--- src/rtl/lnbc_pkg.sv ---
// Shared constants and types for the supply-control register slave.
// Assumes byte-wide transfers on a two-wire serial bus.
package lnbc_pkg;
    localparam int BYTE_W = 8;
    localparam int CNT_W  = $clog2(BYTE_W);
    localparam int SR1_W  = 6;   // writable bits 6..1 of the first register
    localparam int SR2_W  = 5;   // writable bits 6..2 of the second register

    typedef enum logic [3:0] {
        ST_IDLE,
        ST_ADDR,
        ST_ADDR_END,
        ST_ACK_A,
        ST_WDATA,
        ST_W_END,
        ST_ACK_W,
        ST_RDATA,
        ST_R_ACK,
        ST_R_NEXT,
        ST_IGNORE
    } eng_state_t;
endpackage

--- src/rtl/lnbc_bus_cond.sv ---
// Detects SCL edges and START/STOP conditions from synchronous line samples.
// Assumes scl_i/sda_i are already synchronized to clk; events are reported
// in the cycle the new sample appears.
module lnbc_bus_cond (
    input  logic clk,
    input  logic rst_n,
    input  logic scl_i,
    input  logic sda_i,
    output logic scl_rise,
    output logic scl_fall,
    output logic start_c,
    output logic stop_c
);
    logic scl_q, sda_q;

    // Hold previous line samples (idle bus is high).
    always_ff @(posedge clk) begin
        if (!rst_n) begin
            scl_q <= 1'b1;
            sda_q <= 1'b1;
        end else begin
            scl_q <= scl_i;
            sda_q <= sda_i;
        end
    end

    // Classify the current sample pair.
    always_comb begin
        scl_rise = scl_i & ~scl_q;
        scl_fall = ~scl_i & scl_q;
        start_c  = scl_i & scl_q & sda_q & ~sda_i;
        stop_c   = scl_i & scl_q & ~sda_q & sda_i;
    end
endmodule

--- src/rtl/lnbc_engine.sv ---
// Byte-level slave protocol engine: address match, single-byte write with
// commit strobe, and alternating two-image read. Drives SDA low only via
// sda_oe, and only right after an SCL fall. Assumes pwr_ok is synchronous.
module lnbc_engine
    import lnbc_pkg::*;
#(
    parameter logic [5:0] DEV_ADDR_HI = 6'b000100
) (
    input  logic              clk,
    input  logic              rst_n,
    input  logic              pwr_ok,
    input  logic              addr_sel,
    input  logic              sda_i,
    input  logic              scl_rise,
    input  logic              scl_fall,
    input  logic              start_c,
    input  logic              stop_c,
    input  logic [BYTE_W-1:0] img1,
    input  logic [BYTE_W-1:0] img2,
    output logic              sda_oe,
    output logic              wr_stb,
    output logic [BYTE_W-1:0] wr_data
);
    localparam logic [CNT_W-1:0] LAST = CNT_W'(BYTE_W - 1);

    eng_state_t        state;
    logic [CNT_W-1:0]  cnt;
    logic [BYTE_W-1:0] sh;
    logic              rw;
    logic              sel;
    logic [BYTE_W-1:0] next_img;

    // Image sent after a master ACK: the register not sent last.
    always_comb next_img = sel ? img1 : img2;

    // Commit the received data byte at the SCL fall that opens its ACK slot.
    always_comb begin
        wr_stb  = (state == ST_W_END) && scl_fall;
        wr_data = sh;
    end

    // Protocol sequencing and SDA drive.
    always_ff @(posedge clk) begin
        if (!rst_n) begin
            state  <= ST_IDLE;
            cnt    <= '0;
            sh     <= '0;
            rw     <= 1'b0;
            sel    <= 1'b0;
            sda_oe <= 1'b0;
        end else if (!pwr_ok) begin
            state  <= ST_IDLE;
            sda_oe <= 1'b0;
        end else if (start_c) begin
            state  <= ST_ADDR;
            cnt    <= '0;
            sda_oe <= 1'b0;
        end else if (stop_c) begin
            state  <= ST_IDLE;
            sda_oe <= 1'b0;
        end else begin
            case (state)
                ST_ADDR, ST_WDATA: begin
                    if (scl_rise) begin
                        sh <= {sh[BYTE_W-2:0], sda_i};
                        if (cnt == LAST)
                            state <= (state == ST_ADDR) ? ST_ADDR_END : ST_W_END;
                        else
                            cnt <= cnt + 1'b1;
                    end
                end
                ST_ADDR_END: begin
                    if (scl_fall) begin
                        if (sh[BYTE_W-1:1] == {DEV_ADDR_HI, addr_sel}) begin
                            sda_oe <= 1'b1;
                            rw     <= sh[0];
                            state  <= ST_ACK_A;
                        end else begin
                            state  <= ST_IGNORE;
                        end
                    end
                end
                ST_ACK_A: begin
                    if (scl_fall) begin
                        cnt <= '0;
                        if (rw) begin
                            sel    <= 1'b0;
                            sh     <= img1;
                            sda_oe <= ~img1[BYTE_W-1];
                            state  <= ST_RDATA;
                        end else begin
                            sda_oe <= 1'b0;
                            state  <= ST_WDATA;
                        end
                    end
                end
                ST_W_END: begin
                    if (scl_fall) begin
                        sda_oe <= 1'b1;
                        state  <= ST_ACK_W;
                    end
                end
                ST_ACK_W: begin
                    if (scl_fall) begin
                        sda_oe <= 1'b0;
                        state  <= ST_IGNORE;
                    end
                end
                ST_RDATA: begin
                    if (scl_fall) begin
                        if (cnt == LAST) begin
                            sda_oe <= 1'b0;
                            state  <= ST_R_ACK;
                        end else begin
                            cnt    <= cnt + 1'b1;
                            sh     <= {sh[BYTE_W-2:0], 1'b0};
                            sda_oe <= ~sh[BYTE_W-2];
                        end
                    end
                end
                ST_R_ACK: begin
                    if (scl_rise) state <= sda_i ? ST_IGNORE : ST_R_NEXT;
                end
                ST_R_NEXT: begin
                    if (scl_fall) begin
                        sel    <= ~sel;
                        sh     <= next_img;
                        sda_oe <= ~next_img[BYTE_W-1];
                        cnt    <= '0;
                        state  <= ST_RDATA;
                    end
                end
                default: ;
            endcase
        end
    end
endmodule

--- src/rtl/lnbc_regs.sv ---
// Two system registers with selector-steered writes, power-loss hold at zero
// and clear on a rising overtemperature flag. Builds the read images with
// live flags. Assumes flags are synchronous to clk.
module lnbc_regs
    import lnbc_pkg::*;
(
    input  logic              clk,
    input  logic              rst_n,
    input  logic              pwr_ok,
    input  logic              overtemp,
    input  logic [1:0]        ovld,
    input  logic              wr_stb,
    input  logic [BYTE_W-1:0] wr_data,
    output logic [SR1_W-1:0]  sr1w,
    output logic [SR2_W-1:0]  sr2w,
    output logic [BYTE_W-1:0] img1,
    output logic [BYTE_W-1:0] img2
);
    logic ot_q;

    // Remember the previous overtemperature level for edge detection.
    always_ff @(posedge clk) begin
        if (!rst_n) ot_q <= 1'b0;
        else        ot_q <= overtemp;
    end

    // Register update: power loss, then overtemperature rise, then writes.
    always_ff @(posedge clk) begin
        if (!rst_n || !pwr_ok || (overtemp && !ot_q)) begin
            sr1w <= '0;
            sr2w <= '0;
        end else if (wr_stb) begin
            if (wr_data[BYTE_W-1]) sr2w <= wr_data[BYTE_W-2 -: SR2_W];
            else                   sr1w <= wr_data[BYTE_W-2 -: SR1_W];
        end
    end

    // Read images: selector bit, writable bits, live flags.
    always_comb begin
        img1 = {1'b0, sr1w, ovld[0]};
        img2 = {1'b1, sr2w, overtemp, ovld[1]};
    end
endmodule

--- src/rtl/lnb_sysreg_i2c.sv ---
// Top of the supply-control register slave: bus condition detector,
// protocol engine and register file, with control bits decoded per channel.
// Assumes synchronous line samples and an external open-drain pad.
module lnb_sysreg_i2c
    import lnbc_pkg::*;
#(
    parameter logic [5:0] DEV_ADDR_HI = 6'b000100
) (
    input  logic       clk,
    input  logic       rst_n,
    input  logic       scl_i,
    input  logic       sda_i,
    input  logic       addr_sel,
    input  logic       pwr_ok,
    input  logic [1:0] ovld,
    input  logic       overtemp,
    output logic       sda_oe,
    output logic       dyn_lim,
    output logic [1:0] cur_hi,
    output logic [1:0] tone_force,
    output logic [1:0] cable_comp,
    output logic [1:0] sel_high,
    output logic [1:0] chan_en
);
    logic              scl_rise, scl_fall, start_c, stop_c;
    logic              wr_stb;
    logic [BYTE_W-1:0] wr_data, img1, img2;
    logic [SR1_W-1:0]  sr1w;
    logic [SR2_W-1:0]  sr2w;

    lnbc_bus_cond u_cond (
        .clk(clk), .rst_n(rst_n), .scl_i(scl_i), .sda_i(sda_i),
        .scl_rise(scl_rise), .scl_fall(scl_fall),
        .start_c(start_c), .stop_c(stop_c)
    );

    lnbc_engine #(.DEV_ADDR_HI(DEV_ADDR_HI)) u_eng (
        .clk(clk), .rst_n(rst_n), .pwr_ok(pwr_ok), .addr_sel(addr_sel),
        .sda_i(sda_i), .scl_rise(scl_rise), .scl_fall(scl_fall),
        .start_c(start_c), .stop_c(stop_c), .img1(img1), .img2(img2),
        .sda_oe(sda_oe), .wr_stb(wr_stb), .wr_data(wr_data)
    );

    lnbc_regs u_regs (
        .clk(clk), .rst_n(rst_n), .pwr_ok(pwr_ok), .overtemp(overtemp),
        .ovld(ovld), .wr_stb(wr_stb), .wr_data(wr_data),
        .sr1w(sr1w), .sr2w(sr2w), .img1(img1), .img2(img2)
    );

    // Decode register fields onto per-channel controls (index 0 = first register).
    always_comb begin
        dyn_lim    = sr1w[5];
        cur_hi     = {sr2w[4], sr1w[4]};
        tone_force = {sr2w[3], sr1w[3]};
        cable_comp = {sr2w[2], sr1w[2]};
        sel_high   = {sr2w[1], sr1w[1]};
        chan_en    = {sr2w[0], sr1w[0]};
    end
endmodule

--- config.mk ---
export PLATFORM = sky130hd
export DESIGN_NAME = lnb_sysreg_i2c
export DESIGN_NICKNAME = d
export VERILOG_FILES = /design/src/rtl/lnbc_pkg.sv /design/src/rtl/lnbc_bus_cond.sv /design/src/rtl/lnbc_engine.sv /design/src/rtl/lnbc_regs.sv /design/src/rtl/lnb_sysreg_i2c.sv
export SDC_FILE = /design/constraint.sdc
export NUM_CORES = 1
export LEC_CHECK = 0
export ABC_AREA = 1
export CAP_MARGIN = 10
export CORE_ASPECT_RATIO = 0.8
export CORE_MARGIN = 8
export CORE_UTILIZATION = 52
export DETAILED_ROUTE_END_ITERATION = 8
export MAX_ROUTING_LAYER = met4
export PLACE_DENSITY = 0.83
export SLEW_MARGIN = 25
export SYNTH_ARGS = -nofsm -noshare
export SYNTH_HDL_FRONTEND = slang
export SYNTH_HIERARCHICAL = 1
export SYNTH_SLANG_ARGS = --single-unit
--- constraint.sdc ---
create_clock -name clk -period 1.43 [get_ports clk]
set_clock_uncertainty 0.1 [all_clocks]
set_input_delay 0.2145 -clock clk [delete_from_list [all_inputs] [get_ports clk]]
set_output_delay 0.2145 -clock clk [all_outputs]
set_load 0.005 [all_outputs]
======== After elaboration in Yosys (flattened, before gate mapping) ========
Cells that the tools add are included.
operators by class
  multiplexer cells ....................... 46
  eq/ne operators ......................... 38
  reduce and logical (&&, ||, !) cells .... 26
  bitwise gates (word level) .............. 19
  add/subtract/negate cells ............... 1
operators by type and width
  cell                  count
  $mux W8               7
  $mux W4               11
  $ne A4 B3 Y1 const B  8
  $pmux W4 S8           1
  $pmux W8 S4           1
  $reduce_and A11 Y1    2
  $mux W3               7
  $ne A2 B1 Y1 const B  10
  $eq A4 B3 Y1 const B  4
  $mux W1               14
  $not A1 Y1            12
  $reduce_and A6 Y1     2
  $reduce_and A10 Y1    1
  $reduce_bool A10 Y1   1
  $pmux W3 S3           1
  $eq A4 B2 Y1 const B  2
  $eq A4 B4 Y1 const B  2
  $ne A2 B2 Y1 const B  4
  $ne A4 B4 Y1 const B  2
  $reduce_and A8 Y1     1
  $reduce_bool A4 Y1    2
  $reduce_bool A8 Y1    1
  $and A1 B1 Y1         7
  $eq A7 B4 Y1          1
  18 further kinds      26
storage, ports and cells
  input port bits ......................... 9
  word-level logic and storage cells ...... 142
  output and inout port bits .............. 12
  register bits after elaboration ......... 32

======== Longest topological paths before layout ========
Gate-level depths: netlist (run 1).
  depth in word-level cells ............... 7
  gate-level depth with buffers ........... 13
  gate-level depth less buffers ........... 13

======== Hierarchy ========
Netlist (run 1), hierarchy kept.
modules (own cells, without submodules)
  module         cells each  area each (um2)  instances  seq. area each (um2)
  lnbc_engine    271         1604.0           1          360.3
  lnbc_regs      75          584.3            1          240.2
  lnbc_bus_cond  15          88.8             1          40.0

======== Worst setup path after synthesis (run 1) ========
OpenSTA, ideal clock, no wires.
  path kind ............................... register -> register
  from .................................... register u_eng.state[2]
  to ...................................... register u_regs.sr2w[0]
  setup time .............................. 0.066 ns
  path slack .............................. -0.156 ns
  stages on the path, launching flop included .. 8
  arrival ................................. 1.420 ns
  data required time ...................... 1.264 ns
  clock period less this slack ............ 1.586 ns
  buffers on the path ..................... 1
  cells stage by stage .................... dfxtp_1 -> inv_2 -> nor2_4 -> nand2_1 -> nor2_1 -> buf_6 -> nand3_1 -> a21oi_2
on the way
  cells in the longest elaborated chain, start to end .. 3
RTL lines
  item                         line                  source
  start, declared              lnbc_engine.sv:26     eng_state_t state;
  start signal, assigned       lnbc_engine.sv:67     state <= (state == ST_ADDR) ? ST_ADDR_END : ST_W_END;
  start signal, assigned       lnbc_engine.sv:122    if (scl_rise) state <= sda_i ? ST_IGNORE : ST_R_NEXT;
  $eq A4 B3 Y1                 lnbc_engine.sv:38     wr_stb = (state == ST_W_END) && scl_fall;
  $logic_and A1 B1 Y1          lnbc_engine.sv:38
  named net wr_stb             lnb_sysreg_i2c.sv:26  logic wr_stb;
  $reduce_and A2 Y1 (no line)  -
  end signal, assigned         lnbc_regs.sv:33       if (wr_data[BYTE_W-1]) sr2w <= wr_data[BYTE_W-2 -: SR2_W];
  end, declared                lnbc_regs.sv:15       output logic [SR2_W-1:0] sr2w,
The timed path passes the listed nets, and every way through them passes these cells.
A chain may end at the register's enable or synchronous reset.

======== Worst setup path after layout (run 1) ========
  from .................................... register u_eng.state[3]
  to ...................................... register u_eng.sh[4] (netlist: u_eng/wr_data[4])
on the way
  cells in the longest elaborated chain, start to end .. 4
  elaborated cells on any way between the ends .. 15
  classes of those cells .................. 11 x eq/ne; 1 x mux; 3 x reduce/logical
RTL lines
  item                                                                 line                source
  $eq A4 B3 Y1 / $eq A4 B1 Y1 (equally long branches)                  lnbc_engine.sv:62   case (state)
  $reduce_or A2 Y1                                                     lnbc_engine.sv:62
  $reduce_bool A4 Y1 (no line) / $ne A2 B2 Y1 (equally long branches)  -
  $reduce_and A10 Y1 (no line)                                         -
  end signal, assigned                                                 lnbc_engine.sv:65   sh <= {sh[BYTE_W-2:0], sda_i};
  end signal, assigned                                                 lnbc_engine.sv:88   sh <= img1;
  end signal, assigned                                                 lnbc_engine.sv:116  sh <= {sh[BYTE_W-2:0], 1'b0};
  end, declared                                                        lnbc_engine.sv:28   logic [BYTE_W-1:0] sh;
Parallel ways exist; a longest one is shown, timed or not.

==> results of run 1 <==
-- worst min-delay path by stage --
stage                              start             end  slack [ns]  depth (start not counted)
final                              scl_i    u_cond/scl_q        0.34                          3
after global placement    u_regs/sr1w[2]  u_regs/sr1w[2]        0.37                          2
after global routing               scl_i    u_cond/scl_q        0.37                          3
after detailed placement  u_regs/sr1w[3]  u_regs/sr1w[3]        0.37                          2
after floorplan                    rst_n    u_cond/scl_q        0.18                          1
after CTS                          scl_i    u_cond/scl_q        0.29                          3
-- registers in the layout (all words and copies together), names as in the netlist, 3 cells and up --
register	count
u_eng/cnt	3
u_eng/state	4
u_eng/wr_data	8
u_regs/sr1w	6
u_regs/sr2w	5
-- logic make-up after synthesis --
kind of cell             count (synthesis)  share of synthesized area
AND/OR/NAND/NOR                        215                     0.4560
buffers and inverters                   67                     0.1429
AO/OA/AOI/OAI                           43                     0.1055
flip-flops                              32                     0.2813
adder cells (fa/ha/maj)                  2                    0.01099
other                                    2                   0.003298
-- cell usage after synthesis (all sizes together), types with 2 or more instances --
cell	n
nand2	102
nor2	63
inv	48
nand3	36
dfxtp	32
a21oi	19
o21ai	19
buf	18
nor3	7
o211ai	3
and2	2
conb	2
ha	2
nand3b	2
-- timing repair --
action	CTS	global route
cloned	1	1
buffers inserted	2	3
pin swaps	10	29
hold buffers	0	0
endpoints found under the setup margin	41	29
hold endpoints to repair	0	0
resized for setup	51	88
-- layer usage --
| metal | track usage | routed length, um | up-vias |
|---|---|---|---|
| li1 | - | - | 1243 |
| met1 | 0.2788 | 3408 | 1295 |
| met2 | 0.3054 | 3853 | 207 |
| met3 | 0.04183 | 1008 | 24 |
| met4 | 0.04963 | 146 | 0 |
| met5 | - | 0 | - |
-- area by class of cell --
cell class	instances	area share
repair buffers	68	0.1702
flip-flops and latches	32	0.1975
clock inverters	1	0.008859
multi-input cells	263	0.5135
well taps	57	0.02104
inverters	48	0.06054
clock buffers	7	0.02842
-- through the flow --
step / instances / power [mW] / util / worst slack, ns
floorplan: 361 / 1.305 / - / -0.007169
global placement: 464 / 1.482 / 0.6604 / -0.5378
detailed placement: 464 / 1.492 / 0.6604 / -0.5696
CTS: 474 / 2.475 / 0.7164 / -0.1287
global route: 476 / 2.683 / 0.8063 / -0.3755
finish: 476 / 2.592 / 0.8063 / -0.3148
-- where the power goes --
part           switching, mW  total (mW)  internal [mW]
Clock                  0.353       0.968          0.615
Combinational          0.409       0.668          0.259
Sequential            0.0351       0.956          0.921
Total                  0.797        2.59           1.79
-- critical path, delay by kind of cell, from the launching register on --
kind,cells,cell delay [ns]
flops,1,0.42
buf+inv,1,0.06
compound gates,2,0.37
simple gates,5,0.72
==> results.txt, run 1 <==
The number of warning messages in the yosys log is 6. The slack of the worst reg-to-reg path is -0.31 ns. The shortest clock period the worst path allows after layout is 1.745 ns. Dividing the final minimum period by the clock period gives 1.220.

The clock reaches the later pin of the worst-skew pair after 0.28 ns. In the layout the commonest cells are sky130_fd_sc_hd__nand2_1, sky130_fd_sc_hd__buf_4, sky130_fd_sc_hd__nor2_1. Measured along the x axis, the die boundary spans 89.99 um.

The proportion of layout cells with a drive suffix above 1 is 0.4558. After filler insertion, the fill cell instance count of the layout stands at 243. The multi-input combinational cell area is 1740 um2. Following the worst setup path forward leads to its endpoint at u_eng/wr_data[4]. The required arrival time at the worst endpoint is 1.54 ns.

The synthesized design spends more area on one cell type than any other, namely sky130_fd_sc_hd__dfxtp_1. Counting every net in the synthesized netlist gives 372. The maximum resistive drop on vdd came out at 0.0006901 V. The cell depth of the worst flop-to-flop path is 8. Data on the critical path arrives at its endpoint at 1.85 ns. The synthesis-to-finish area growth is 48.85%.

Clock tree synthesis found a total of 32 sinks. The number of CTS-inserted buffers came out at 5. The total via count in the routed design is 2769. The hold violation count in the final report is 0. The critical path starts at u_eng/state[3]. The final worst setup slack came out at -0.3148 ns. Synthesis instantiated 33 different standard cells from the library. The power per unit of standard cell area is 764.6 nW/um2. The longest clock path from root to sink contains 2 buffers. The length of the first detailed-routing pass in iterations came out at 5. The die area came out at 6766 um2. The starting density of the core came out at 0.5417.

Setup violations remaining at the end of the flow were counted as 29. In this run the mean area of a mapped cell was 6.308 um2. The top flip-flop cell by instance count after synthesis is sky130_fd_sc_hd__dfxtp_1. For this design, the slowest cell found on the critical path is sky130_fd_sc_hd__dfxtp_4.

TritonCTS built the clock tree. The number of remaining DRC errors came out at 0. The mapped netlist covers 2277 um2.

The number of standard-cell rows in the floorplan came out at 21. Clock-pin slew was measured on the worst setup and hold paths at 0.07 ns. The post-placement cell area is 2776 um2. The startpoint kind of the worst setup timing path is a flop. The classification of the worst-slack hold path is in2reg. Leaving out fill and tap cells, the most frequent cell in the layout is sky130_fd_sc_hd__nand2_1.

Across the whole layout, storage elements account for 669.4 um2. The total I/O pin count is 21. In the synthesized netlist, the number of instances is 361. The final antenna diode count came out at 0. The synthesized design contains 32 register bits. The congestion estimate from routability-driven global placement came to 1.028. The sum of routed wire length over all layers came out at 8416 um. The aggregate negative setup slack came out at -4.999 ns.

The share of the Yosys chip area taken by registers is 0.2813. The finished cells cover 3390 um2. The run finished, with violations left. The fraction of registers with async set or reset after synthesis came out at 0. Timing would allow up to 573.1 MHz.

The setup path with the least slack is of type reg2reg. The proportion of netlist area held by the largest area contributor came out at 0.2813. The final-report max-slew violation count is 0.

The ratio of routed vias to standard cells is 5.817. Setup repair after global routing could not meet its margin everywhere. The worst slack on hold paths came out at 0.3413 ns. The checks that failed: setup timing. Traced cell by cell, the critical path runs through inv_4 -> nor2_4 -> nand2_4 -> nand2_8 -> o21ai_2 -> o21ai_1 -> nor3_2 -> nor2_1. Max-cap violations in this run came to 0. The delay contributed by the slowest stage of the critical path came out at 0.42 ns. The total congestion overflow after global routing came out at 0. The die is 75.19 um tall. In the post-synthesis netlist, the biggest area contributors are sky130_fd_sc_hd__dfxtp_1, sky130_fd_sc_hd__nand2_1, sky130_fd_sc_hd__nor2_1. The global router's overall resource usage is 0.2055. STA classifies the critical path endpoint as a flop. The endpoint identified for the worst register-to-register timing path is u_eng/wr_data[4]. The number of nets in the final layout is 429. The placeable core region came out at 4204 um2. The initial antenna violation count came to 0. The number of enable flip-flop cells after synthesis came out at 0. In this run, the number of DRC markers left after iteration 0 of detailed routing was 318. Entering global routing, the biggest net connects 14 pins.

Along the worst path, the maximum fanout reaches 8. The number of nets with antenna violations after detailed routing is 0. The origin of the critical flop-to-flop path is u_eng/state[3]. The reported leakage power is 1.569 nW.

The wire length per cell after detailed routing is 17.68 um. The cell at the root of the clock tree is sky130_fd_sc_hd__clkbuf_8. The half-perimeter wire length after detailed placement came out at 4978 um. The first-pass GRT wire length came out at 11060 um. The via count of the first global-routing pass was 2342.

The total of buffers placed on input and output ports came out at 20. In this run the number of H-tree levels came out at 2.
No activity file was read; power rests on OpenSTA's default activity.
==> run 2: changes to the inputs <==
SETUP_SLACK_MARGIN = 0.5   (was not set)
==> run 2 against run 1 <==
- the flow still finishes with violations (setup timing)
- fmax decreased by 7.3%
- worst setup slack got worse by 0.14 ns
- sequential share of layout area decreased by 0.85 points
- register-to-register slack got worse by 0.14 ns
- clock power decreased by 5.3%
- non-clock buffer count increased by 17
- critical endpoint is now u_eng/wr_data[1]
==> results.txt, run 2 (same netlist as run 1, synthesis figures left out) <==
Walking the worst path, the cells encountered are nor2_4 -> buf_4 -> nand2_8 -> nand2_8 -> o21ai_2 -> o211ai_1 -> nor2_1 -> nor2_1. The kind of critical path is reg2reg. In this run the worst path has a maximum fanout of 8. The number of standard-cell rows in the floorplan is 21. The cts-stage hold buffer count is 0. The final-report max-slew violation count was 0. The detailed router placed 3155 vias in this run. The via count of the first global-routing pass is 2447. Across the run, the number of max-cap violations was 0.

The delay contributed by the slowest stage of the critical path is 0.43 ns. The number of nets in the final layout came out at 446. The length of the first detailed-routing pass in iterations is 9.

After the first detailed-routing iteration, the DRC count stood at 547. The later-pin clock latency in the skew report is 0.30 ns. The maximum number of pins on one net before global-route repair came out at 14.

The flow ran to the end, but the final reports show violations. The half-perimeter wire length after detailed placement came out at 4962 um. The placer's final routability congestion estimate came out at 0.9685. The sum of routed wire length over all layers is 10360 um. The worst min-delay path startpoint is sda_i. The cell at the root of the clock tree is sky130_fd_sc_hd__clkbuf_8. The register with the most flip-flops in the layout has 8 of them. The total congestion overflow after global routing came out at 0.

The die area came out at 6766 um2. Setup repair after global routing could not meet its margin everywhere. The wire length per cell after detailed routing came out at 21.01 um. The maximum clock frequency came out at 531.4 MHz. The proportion of layout cells with a drive suffix above 1 came out at 0.5229. The first global-routing pass estimated 11900 um of wire. After floorplanning, the core was sized to cover 4204 um2. The startpoint kind of the worst setup timing path is a flop.

The number of buffers between clock root and the deepest sink came out at 2. In the layout the commonest cells are sky130_fd_sc_hd__nand2_1, sky130_fd_sc_hd__buf_4, sky130_fd_sc_hd__nor2_1. The aggregate negative setup slack is -6.418 ns. The initial antenna violation count is 0. The H-tree depth came out at 2. The number of failing setup endpoints in the final timing report came out at 29. The required arrival time at the worst endpoint is 1.51 ns. 0 antenna diodes ended up in the layout. The worst setup path is captured at a flop.

The arrival time at the worst endpoint came out at 1.97 ns. The register clock-pin slew on the reported worst setup and hold paths came out at 0.08 ns. The number of nets with antenna violations after detailed routing is 0. The hold violation count in the final report is 0. The total of buffers placed on input and output ports came out at 20.

The launching element of the worst setup path is u_eng/state[1]. Summing all multi-input logic gate instances after layout gives 1773 um2. The number of filler cells placed in the layout is 198. At the placement stage, the worst setup path has a slack of -0.5629 ns. The CTS tree is built. Using the TritonRoute via totals, the vias-per-cell ratio works out to 6.400. The synthesis-to-finish area growth is 57.03%.

The global router's overall resource usage is 0.2262. Among all stages on the critical path, the largest delay is contributed by sky130_fd_sc_hd__dfxtp_4. The TritonCTS sink count came out at 32. The reported leakage power is 1.598 nW. The design draws 2.592 mW. The shortest clock period the worst path allows after layout is 1.882 ns.

In the final layout, flip-flops and latches occupy 675.6 um2. The final reports fail on setup timing. Of the available clock period, the critical path in the final layout requires 1.316. The number of buffers and inverters on the critical path is 1. The number of remaining DRC errors is 0. The width of the die came out at 89.99 um. The classification of the worst-slack hold path is in2reg.

The power per unit of standard cell area came out at 724.8 nW/um2. In this run the critical register-to-register path is launched from u_eng/state[1]. The worst slack on hold paths came out at 0.1834 ns. Across all setup checks in the final design, the least slack found is -0.4520 ns.

The worst-case IR drop observed on VDD is 0.0005764 V. The starting density of the core came out at 0.5417. The kind of cell with the highest combined delay along the critical path is simple AND/OR/NAND/NOR gates. Leaving out fill and tap cells, the most frequent cell in the layout is sky130_fd_sc_hd__nand2_1.

From bottom edge to top edge, the die measures 75.19 um. The number of CTS-inserted buffers is 5. The total I/O pin count came out at 21.
==> run 2: cell types whose count changed in the layout (fill, tap and decap cells not counted), sizes merged <==
cell | before | now
clkdlybuf4s50 | 6 | 5
clkbuf | 8 | 6
inv | 48 | 49
dlygate4sd2 | 14 | 3
buf | 47 | 76
clkinv | 0 | 1
==> run 2: worst reg2reg max path, cell delays in order (launching register included) <==
cell,delay (ns)
sky130_fd_sc_hd__dfxtp_4,0.43
sky130_fd_sc_hd__nor2_4,0.07
sky130_fd_sc_hd__buf_4,0.15
sky130_fd_sc_hd__nand2_8,0.12
sky130_fd_sc_hd__nand2_8,0.11
sky130_fd_sc_hd__o21ai_2,0.21
sky130_fd_sc_hd__o211ai_1,0.19
sky130_fd_sc_hd__nor2_1,0.28
sky130_fd_sc_hd__nor2_1,0.10
==> run 2: what timing repair did <==
item | CTS | global route
resized for setup | 110 | 74
gates cloned | 1 | 1
buffers inserted | 16 | 8
pin swaps | 12 | 24
setup endpoints to repair | 44 | 41
==> run 2: area by class of cell <==
| type | count | share of cell area |
|---|---|---|
| timing repair buffer | 85 | 0.2071 |
| tap | 57 | 0.01994 |
| multi-input combinational | 263 | 0.4958 |
| clock inverter | 3 | 0.01155 |
| clock buffer | 5 | 0.01924 |
| sequential | 32 | 0.1889 |
| inverter | 48 | 0.05738 |
==> run 2: routing by layer <==
layer | GRT usage | share of wire
met5 | - | 0
met4 | 0.08824 | 0.084
met3 | 0.04880 | 0.14
met2 | 0.3461 | 0.42
met1 | 0.2876 | 0.35
==> run 2: path summary, 6_finish.rpt <==
check | endpoint | cells after the start | slack, ns
worst max-delay path | u_eng/wr_data[1] | 8 | -0.45
worst min-delay path | u_cond/sda_q | 3 | 0.18
worst max register to register | u_eng/wr_data[1] | 8 | -0.45
worst min register to register | u_eng/cnt[2] | 2 | 0.38
==> run 2: power breakdown <==
group          switching, mW  internal (mW)
clock                  0.399          0.517
combinational          0.443          0.278
sequential            0.0358          0.919
==> run 2: stage by stage <==
step	utilization	instance area (um2)	std cells
6_report	0.8506	3576	493
5_1_grt	0.8506	3576	493
4_1_cts	0.7548	3173	484
3_5_place_dp	0.6655	2798	459
3_3_place_gp	0.6655	2798	459
2_1_floorplan	-	2354	361
==> run 3: changes to the inputs <==
CORE_UTILIZATION = 49   (was 52)
PLACE_DENSITY = 0.77   (was 0.83)
TNS_END_PERCENT = 10   (was not set)
clock period = 2.1 ns   (was 1.43 ns; I/O delays follow)
==> run 3 against run 2 <==
- the flow now finishes without violations
- sequential power decreased by 31%
- die area increased by 4.9%
- core utilization fell by 20 points
- count of clock-buffer cells in the layout up 2
==> results.txt, run 3 (same netlist as run 1, synthesis figures left out) <==
IR analysis of the VDD net gives a maximum drop of 0.0004737 V. The period utilization came out at 0.7931. Clock tree synthesis selected as its root buffer the cell sky130_fd_sc_hd__clkbuf_8. In the routed design, unresolved DRC markers number 0. The global router's overall resource usage came out at 0.1775. STA puts the critical path data required time at 2.18 ns. The worst-path maximum fanout came out at 6. The total power is 1.688 mW.

The kind of critical path is reg2reg. For this design the top-level I/O count stands at 21. The worst register-to-register path begins at u_eng/state[1]. Subtracting the final worst setup slack from the clock period gives 1.665 ns. The CTS tree is built. The total via count in the routed design came out at 2412. After filler insertion, the fill cell instance count of the layout stands at 382. The flow ran to the end, and the final reports show no timing, DRC or antenna violations. The sum of routed wire length over all layers came out at 6469 um. The placeable core region came out at 4542 um2. In this run the remaining antenna-violating nets after routing total 0.

Detailed placement ended at an HPWL of 4488 um. Leaving out fill and tap cells, the most frequent cell in the layout is sky130_fd_sc_hd__nand2_1. The H-tree depth came out at 2.

The number of buffers between clock root and the deepest sink is 2. The total congestion overflow after global routing is 0. The min-delay analysis places its worst path in the category in2reg. Across all hold checks on the routed design, the worst slack comes to 0.3477 ns. The violation count after the first detailed-routing iteration came out at 358. Counting the buffers created by CTS gives 5.

The die covers 7098 um2. The endpoint identified for the worst register-to-register timing path is u_eng/state[1]. The wire length per cell after detailed routing is 14.22 um. The ratio of routed vias to standard cells is 5.301. The width of the die is 92.22 um.

The aggregate negative setup slack came out at 0 ns. From bottom edge to top edge, the die measures 76.98 um. The startpoint identified for the worst hold timing path is sda_i.

STA classifies the critical path endpoint as a flop. Entering global routing, the biggest net connects 15 pins. Hold repair after CTS inserted 0 buffers. Setup repair after global routing could not meet its margin everywhere.

The cell depth of the worst flop-to-flop path is 9. The power per unit of standard cell area is 571.7 nW/um2. The final-report max-slew violation count is 0.

The via count of the first global-routing pass is 2127. The final antenna diode count came out at 0. Leaving out filler cells and counting taps, the final layout contains 455. At the end of routability-driven placement, the weighted congestion stood at 0.9503. Row generation in the floorplan step produced 22 rows. The worst setup slack before clock tree synthesis is -0.04314 ns. The first-pass GRT wire length is 10120 um. The max-cap violation count came out at 0. The synthesis-to-finish area growth is 29.67%. The register with the most flip-flops in the layout has 8 of them.

The library cells used most frequently in the layout, excluding fill and tap cells, are sky130_fd_sc_hd__nand2_1, sky130_fd_sc_hd__nor2_1, sky130_fd_sc_hd__inv_1. The pre-antenna-repair detailed-routing pass consisted of 5 iterations. The reported leakage power is 1.290 nW. Buffers placed on the I/O ports in this run total 20. The hold violation count in the final report is 0. The later-pin clock latency in the skew report came out at 0.29 ns. In this run the register-to-register setup slack is 0.43 ns. The number of nets in the final layout is 405. The area used by sequential logic in the layout is 656.9 um2. In this run the worst setup path terminates at u_eng/state[1].

The final worst setup slack is 0.4346 ns. STA classifies the critical path startpoint as a flop. The multi-input combinational cell area came out at 1511 um2. The number of failing setup endpoints in the final timing report came out at 0. Data arrives at the worst endpoint at 1.75 ns. The register clock-pin slew on the reported worst setup and hold paths is 0.08 ns. The most critical setup path has its startpoint at u_eng/state[1]. The maximum clock frequency came out at 600.5 MHz. The number of placed cells counting well taps came out at 432.

The TritonCTS sink count came out at 32. In the final layout, the share of cells above drive strength 1 is 0.2835. The starting density of the core is 0.5014. The initial antenna violation count is 0.
==> run 3: cell types whose count changed in the layout (fill, tap and decap cells not counted), sizes merged <==
cell	previous run	this run
buf	76	24
clkdlybuf4s50	5	18
clkbuf	6	7
clkinv	1	0
dlygate4sd2	3	2
inv	49	48
==> run 3: worst max-delay path: stages, from the launching register on <==
cell                      delay [ns]
sky130_fd_sc_hd__dfxtp_4        0.38
sky130_fd_sc_hd__nand2_2        0.11
sky130_fd_sc_hd__inv_2          0.09
sky130_fd_sc_hd__nand2_2        0.16
sky130_fd_sc_hd__nand3_1        0.16
sky130_fd_sc_hd__nand2_2        0.14
sky130_fd_sc_hd__and2_4         0.18
sky130_fd_sc_hd__nand3_1        0.11
sky130_fd_sc_hd__nand2_1        0.09
sky130_fd_sc_hd__nor2_1         0.04
==> run 3: worst min-delay path by stage <==
stage,endpoint,slack (ns),cells after the start
2_1_floorplan,u_cond/scl_q,0.28,1
3_3_place_gp,u_eng/cnt[2],0.36,2
3_5_place_dp,u_eng/cnt[2],0.36,2
4_1_cts,u_cond/sda_q,0.30,3
5_1_grt,u_cond/sda_q,0.38,3
6_report,u_cond/sda_q,0.35,3
==> run 3: routing by layer <==
layer  track usage  up-vias  routed length (um)
met3       0.03016       13                 457
met1        0.2564     1093                3232
met5             -        -                   0
li1              -     1192                   -
met4       0.04815        0                 110
met2        0.2439      114                2668
==> run 3: final cells by class <==
cell class | count | area share
multi-input combinational | 263 | 0.5119
sequential | 32 | 0.2225
timing repair buffer | 44 | 0.1305
inverter | 48 | 0.06695
clock buffer | 7 | 0.03263
tap | 60 | 0.02542
clock inverter | 1 | 0.01017
==> run 3: what timing repair did <==
item	4_1_cts	5_1_grt
pin swaps	9	19
cloned	1	0
setup endpoints to repair	30	37
setup buffers	7	7
gates resized for setup	30	44
==> run 3: per-stage QoR <==
stage | instance area [um2] | util
after floorplan | 2277 | -
after global placement | 2487 | 0.5477
after detailed placement | 2487 | 0.5477
after CTS | 2763 | 0.6083
after global routing | 2953 | 0.6501
final | 2953 | 0.6501
==> run 3: power breakdown <==
part	total, mW	switching [mW]	internal (mW)
Clock	0.674	0.255	0.419
Sequential	0.656	0.0298	0.626
Combinational	0.357	0.219	0.139
